**config.mk**
```make
export PLATFORM = sky130hd
export DESIGN_NAME = lpp_link_parser
export DESIGN_NICKNAME = d
export VERILOG_FILES = /design/src/rtl/lpp_pkg.sv /design/src/rtl/lpp_hdr_decode.sv /design/src/rtl/lpp_crc_acc.sv /design/src/rtl/lpp_reply_gen.sv /design/src/rtl/lpp_link_parser.sv
export SDC_FILE = /design/constraint.sdc
export NUM_CORES = 1
export LEC_CHECK = 0
export ABC_AREA = 0
export BUFFER_PORTS_ARGS = -buffer_cell sky130_fd_sc_hd__buf_4
export CORE_MARGIN = 2
export CORE_UTILIZATION = 35
export DETAILED_ROUTE_END_ITERATION = 8
export GPL_TIMING_DRIVEN = 1
export PLACE_DENSITY = 0.52
export SLEW_MARGIN = 20
export SYNTH_ARGS = -nofsm -noshare
export SYNTH_HDL_FRONTEND = slang
export SYNTH_SLANG_ARGS = --single-unit
```
**constraint.sdc**
```tcl
create_clock -name clk -period 6.2 [get_ports clk]
set_clock_uncertainty 0.1 [all_clocks]
set_input_delay 0.93 -clock clk [delete_from_list [all_inputs] [get_ports clk]]
set_output_delay 0.93 -clock clk [all_outputs]
set_load 0.01 [all_outputs]
```
**src/rtl/lpp_pkg.sv**
```systemverilog
package lpp_pkg;
   localparam int          WORD_W    = 32;
   localparam int          CODE_W    = 12;
   localparam int          LEN_W     = 16;
   localparam logic [31:0] CRC_POLY  = 32'h04C1_1DB7;
   localparam logic [31:0] CRC_SEED  = 32'hFFFF_FFFF;
   localparam logic [13:0] FL_NORMAL = 14'h0000;
   localparam logic [13:0] FL_PING   = 14'h0001;
   localparam logic [13:0] FL_PONG   = 14'h0002;
   localparam logic [1:0]  TY_CMD    = 2'b00;
   localparam logic [1:0]  TY_DATA   = 2'b01;
   localparam logic [31:0] REPLY_HDR = {TY_CMD, FL_PONG, 16'h0000};

   typedef enum logic [2:0] {K_FWD, K_NOP, K_PING, K_PONG, K_ERR, K_BAD} pkt_kind_e;
   typedef enum logic [2:0] {S_HDR, S_EVT, S_PAY, S_CRC, S_RPL} rx_state_e;

   function automatic logic [31:0] crc_step(input logic [31:0] c, input logic [31:0] d);
      logic [31:0] r;
      logic        fb;
      r = c;
      for (int i = WORD_W - 1; i >= 0; i--) begin
         fb = r[31] ^ d[i];
         r  = {r[30:0], 1'b0};
         if (fb) r = r ^ CRC_POLY;
      end
      return r;
   endfunction
endpackage

```
**src/rtl/lpp_hdr_decode.sv**
```systemverilog
module lpp_hdr_decode
   import lpp_pkg::*;
(
   input  logic [WORD_W-1:0] hdr,
   output pkt_kind_e         kind,
   output logic [CODE_W-1:0] code,
   output logic [LEN_W-1:0]  len
);
   logic [1:0]  ty;
   logic [13:0] fl;

   assign ty   = hdr[31:30];
   assign fl   = hdr[29:16];
   assign len  = hdr[LEN_W-1:0];
   assign code = fl[CODE_W-1:0];

   always_comb begin
      if (ty != TY_CMD && ty != TY_DATA)  kind = K_BAD;
      else if (fl == FL_NORMAL)           kind = (ty == TY_DATA) ? K_FWD : K_NOP;
      else if (fl == FL_PING)             kind = (ty == TY_CMD) ? K_PING : K_BAD;
      else if (fl == FL_PONG)             kind = (ty == TY_CMD) ? K_PONG : K_BAD;
      else if (fl[13:12] == 2'b01)        kind = K_ERR;
      else                                kind = K_BAD;
   end
endmodule

```
**src/rtl/lpp_crc_acc.sv**
```systemverilog
module lpp_crc_acc
   import lpp_pkg::*;
(
   input  logic              clk,
   input  logic              rst,
   input  logic              en,
   input  logic              restart,
   input  logic [WORD_W-1:0] word,
   output logic [31:0]       crc
);
   always_ff @(posedge clk) begin
      if (rst)     crc <= CRC_SEED;
      else if (en) crc <= crc_step(restart ? CRC_SEED : crc, word);
   end
endmodule

```
**src/rtl/lpp_reply_gen.sv**
```systemverilog
module lpp_reply_gen
   import lpp_pkg::*;
(
   input  logic              clk,
   input  logic              rst,
   input  logic              start,
   input  logic [WORD_W-1:0] evt,
   input  logic              rp_ready,
   output logic              rp_valid,
   output logic [WORD_W-1:0] rp_data,
   output logic              rp_last,
   output logic              done
);
   logic              active;
   logic [1:0]        idx;
   logic [WORD_W-1:0] evt_q;
   logic [31:0]       crc_q;

   always_ff @(posedge clk) begin
      if (rst) begin
         active <= 1'b0;
         idx    <= 2'd0;
         evt_q  <= '0;
         crc_q  <= '0;
      end else if (start) begin
         active <= 1'b1;
         idx    <= 2'd0;
         evt_q  <= evt;
         crc_q  <= crc_step(crc_step(CRC_SEED, REPLY_HDR), evt);
      end else if (active && rp_ready) begin
         if (idx == 2'd2) active <= 1'b0;
         else             idx    <= idx + 2'd1;
      end
   end

   always_comb begin
      rp_valid = active;
      rp_last  = (idx == 2'd2);
      case (idx)
         2'd0:    rp_data = REPLY_HDR;
         2'd1:    rp_data = evt_q;
         default: rp_data = crc_q;
      endcase
      done = active && rp_ready && rp_last;
   end
endmodule

```
**src/rtl/lpp_link_parser.sv**
```systemverilog
module lpp_link_parser
   import lpp_pkg::*;
#(
   parameter int CNT_W   = 8,
   parameter bit SAT_CNT = 1'b1
)(
   input  logic              clk,
   input  logic              rst,
   input  logic              in_valid,
   output logic              in_ready,
   input  logic [WORD_W-1:0] in_data,
   output logic              pl_valid,
   input  logic              pl_ready,
   output logic [WORD_W-1:0] pl_data,
   output logic              pl_last,
   output logic              rp_valid,
   input  logic              rp_ready,
   output logic [WORD_W-1:0] rp_data,
   output logic              rp_last,
   output logic              ping_ok,
   output logic              proto_err,
   output logic [CODE_W-1:0] err_code,
   output logic [CNT_W-1:0]  err_cnt
);
   localparam logic [CNT_W-1:0] CNT_ONE = CNT_W'(1);

   if (CNT_W < 1 || CNT_W > 32) begin : g_bad_cnt_w
      $error("lpp_link_parser: CNT_W must lie in 1..32");
   end

   rx_state_e         state;
   pkt_kind_e         kind_q, dec_kind;
   logic [CODE_W-1:0] code_q, dec_code;
   logic [LEN_W-1:0]  remain, dec_len;
   logic [WORD_W-1:0] evt_q;
   logic [31:0]       crc_val;
   logic [CNT_W-1:0]  cnt_q;
   logic              acc, crc_en, crc_hit, crc_ok, good_end;
   logic              rg_start, rg_done, err_inc;

   lpp_hdr_decode u_dec (.hdr(in_data), .kind(dec_kind), .code(dec_code), .len(dec_len));

   lpp_crc_acc u_crc (
      .clk(clk), .rst(rst), .en(crc_en), .restart(state == S_HDR),
      .word(in_data), .crc(crc_val)
   );

   lpp_reply_gen u_rpl (
      .clk(clk), .rst(rst), .start(rg_start), .evt(evt_q), .rp_ready(rp_ready),
      .rp_valid(rp_valid), .rp_data(rp_data), .rp_last(rp_last), .done(rg_done)
   );

   always_comb begin
      in_ready = 1'b0;
      pl_valid = 1'b0;
      case (state)
         S_HDR, S_EVT, S_CRC: in_ready = 1'b1;
         S_PAY: begin
            if (kind_q == K_FWD) begin
               in_ready = pl_ready;
               pl_valid = in_valid;
            end else begin
               in_ready = 1'b1;
            end
         end
         default: in_ready = 1'b0;
      endcase
   end

   assign pl_data  = in_data;
   assign pl_last  = (remain == LEN_W'(1));
   assign acc      = in_valid && in_ready;
   assign crc_en   = acc && (state != S_CRC) && (state != S_RPL);
   assign crc_hit  = acc && (state == S_CRC);
   assign crc_ok   = (in_data == crc_val);
   assign good_end = crc_hit && crc_ok;
   assign rg_start = good_end && (kind_q == K_PING);
   assign err_inc  = good_end && (kind_q == K_ERR);

   always_ff @(posedge clk) begin
      if (rst) begin
         state     <= S_HDR;
         kind_q    <= K_NOP;
         code_q    <= '0;
         remain    <= '0;
         evt_q     <= '0;
         ping_ok   <= 1'b0;
         proto_err <= 1'b0;
         err_code  <= '0;
      end else begin
         ping_ok <= 1'b0;
         case (state)
            S_HDR: if (acc) begin
               kind_q <= dec_kind;
               code_q <= dec_code;
               remain <= dec_len;
               state  <= S_EVT;
            end
            S_EVT: if (acc) begin
               evt_q <= in_data;
               state <= (remain == '0) ? S_CRC : S_PAY;
            end
            S_PAY: if (acc) begin
               remain <= remain - LEN_W'(1);
               if (remain == LEN_W'(1)) state <= S_CRC;
            end
            S_CRC: if (acc) begin
               state <= S_HDR;
               if (!crc_ok || kind_q == K_BAD) begin
                  proto_err <= 1'b1;
               end else begin
                  case (kind_q)
                     K_PING:  state    <= S_RPL;
                     K_PONG:  ping_ok  <= 1'b1;
                     K_ERR:   err_code <= code_q;
                     default: ;
                  endcase
               end
            end
            default: if (rg_done) state <= S_HDR;
         endcase
      end
   end

   if (SAT_CNT) begin : g_sat
      always_ff @(posedge clk) begin
         if (rst)                       cnt_q <= '0;
         else if (err_inc && !(&cnt_q)) cnt_q <= cnt_q + CNT_ONE;
      end
   end else begin : g_wrap
      always_ff @(posedge clk) begin
         if (rst)          cnt_q <= '0;
         else if (err_inc) cnt_q <= cnt_q + CNT_ONE;
      end
   end

   assign err_cnt = cnt_q;
endmodule

```
==> metrics.txt <==
dpl cells 2122; Req. time, crit path 6.44 ns; synthesis-stage register bit count 187; max_slew headroom 0.3022; Slew Viols, Final 0; WP buf/inv 0; Post-Layout Cell Count 2154; Remaining DRCs 0; H-tree levels 4; vias in the first global route 10240; Initial Utilization 0.3546; initial antenna violation count 0; total of max-cap violations 0; die area 41870 sq um; initial drt markers 648; Crit-path slowest cell or3_1; YS warnings 0; TNS Setup 0 ns; Tcrit/Tclk final 0.8425; post-CTS sizing 0; I/O Buffers 127; Hold Crit Class register to register; Routability Congestion 0.8734; first-pass GRT wire length 64.54 mm; RSZ-0062 raised after global routing false; syn_nets 1623; Tightest Pin Transition 1.047 ns; Post-Synthesis Cells 1579; Via-to-Cell Ratio 4.930; Place WS 0.8603 ns; # hold bufs at CTS 0; clock sinks 187; CTS tree yes; Crit path largest cell delay 0.65 ns; routed len/inst 19.57 microns; ANT cells 0; Final Hold Viols 0; Most used DFF post-synth dfxtp_1; Synth top cells by count xnor2_1 (350), dfxtp_1 (187), nand2_1 (156), nor2_1 (155), xor2_1 (108); Seq/Total Area, Yosys 0.2657; cell family with most CP delay XOR/XNOR gates; Placement Rows 73; Reg clk slew, reported paths 0.07 ns; Syn-to-layout area delta 12.45%; Yosys top cell area share 0.2657; Post-synth EDFFs 0; setup ws final 0.9764 ns; Max Root-Sink Buffers 2; run status finished clean; Final #Nets 1660; pin count of the biggest net entering global routing 89; startpoint types register; CTS Buf Count 17; via count 10620; DP Wirelength 31.80 mm; GRT Util Overall 0.2048; Post-Route WL 42.16 mm; CP Data Arrival Time 5.46 ns; # setup viols final 0; critical path fanouts, max 15; Fmax 191.4 MHz; clk root buf clkbuf_16; Area contributors post-synth dfxtp_1 (27%), xnor2_1 (22%), xor2_1 (6.7%); async set-reset flop share out of synthesis 0; GR Overflow Total 0; router iterations before antenna repair 5; antenna viol nets, final 0; io pins 128; Mean Syn Cell Area 8.922 sq um; crit end category register; Post-CTS Setup Bufs 0; clock latency on the worst-skew pair 0.45 ns; fin crit period 5.224 ns; final hold slack 0.3581 ns; top cell type by total area after synthesis dfxtp_1; Die Span Y 204.6 microns; layout cell share with drive strength beyond 1 0.1406; cell chain of the critical path or3_1 -> a221oi_4 -> xnor3_1 -> xor2_1 -> xnor2_4 -> xnor2_2 -> xnor3_2 -> xor2_4 -> xor2_2 -> xnor2_1 -> a211o_1; most frequent cell after synthesis xnor2_1; synth unique cells 55; crit path kind register to register; Syn Std Cell Area 14090 sq um; CORE AREA 39730 sq um; Die Width 204.6 microns
==> worst reg2reg max path, delay by kind of cell, from the launching register on <==
family / cells / cell delay, ns
xor gates and xnor gates: 8 / 2.97
AOI/OAI and AO/OA: 2 / 0.87
and+or+nand+nor: 1 / 0.66
DFF: 1 / 0.52
==> cells in the final DEF (no fill, tap or decap), drive strengths merged, types with 26 or more instances in the layout <==
cell / synthesis / layout
mux2i: 58 / 58
buf: 50 / 145
dfxtp: 187 / 187
xnor3: 49 / 49
nor2: 156 / 156
o21ai: 63 / 63
nand2: 156 / 156
nand2b: 33 / 33
xor2: 118 / 118
a211oi: 26 / 26
xnor2: 368 / 368
a21oi: 87 / 87
==> layer usage <==
layer	up-vias	GRT usage	part of all wire	routed length (microns)
met2	259	0.3302	0.47	19880
met4	0	0.04529	0.013	536
li1	5239	-	-	-
met5	-	0	0	0
met1	5096	0.2925	0.47	19930
met3	26	0.02307	0.043	1816
==> logic make-up (layout without fill, tap and decap cells) <==
logic type      after synthesis  in the layout  share of synthesized area
mux                          58             58                    0.04121
xor+xnor                    539            539                     0.4074
buf+inv                     136            186                    0.04734
fa+ha+maj                     7              7                   0.006217
flops                       187            187                     0.2657
compound gates              215            215                    0.09370
simple gates                437            437                     0.1384
==> path summary, 6_finish.rpt <==
path / startpoint / to / slack, ns / cells after the start
min: code_q[10] / code_q[10] / 0.36 / 2
max: state[1] / u_crc.crc[11] / 0.98 / 11
max reg2reg: state[1] / u_crc.crc[11] / 0.98 / 11
min reg2reg: code_q[10] / code_q[10] / 0.36 / 2
==> layout make-up <==
cell class,count,area (sq um)
multi-input cells,1256,9703
inverters,9,33.78
flip-flops and latches,187,3744
repair buffers,145,1105
clock inverters,14,160.2
fillers,4001,23890
well taps,525,656.9
clock buffers,18,439.2
==> flip-flops by register name (all words and copies together) (netlist names) <==
register,cells
remain,16
u_rpl.rp_valid,1
ping_ok,1
u_rpl.evt_q,32
kind_q,3
err_cnt,8
u_crc.crc,32
proto_err,1
code_q,12
evt_q,32
u_rpl.idx,2
u_rpl.crc_q,32
err_code,12
state,3
==> per-stage QoR <==
stage / utilization / instance area, sq um
3_5_place_dp: 0.3834 / 15230
3_3_place_gp: 0.3834 / 15230
6_report: 0.3987 / 15840
4_1_cts: 0.3985 / 15830
5_1_grt: 0.3987 / 15840
2_1_floorplan: - / 14090
Power is left out: the tool's default activity adds up to more than one toggle a clock period on the data nets, which glitch-free logic cannot reach.
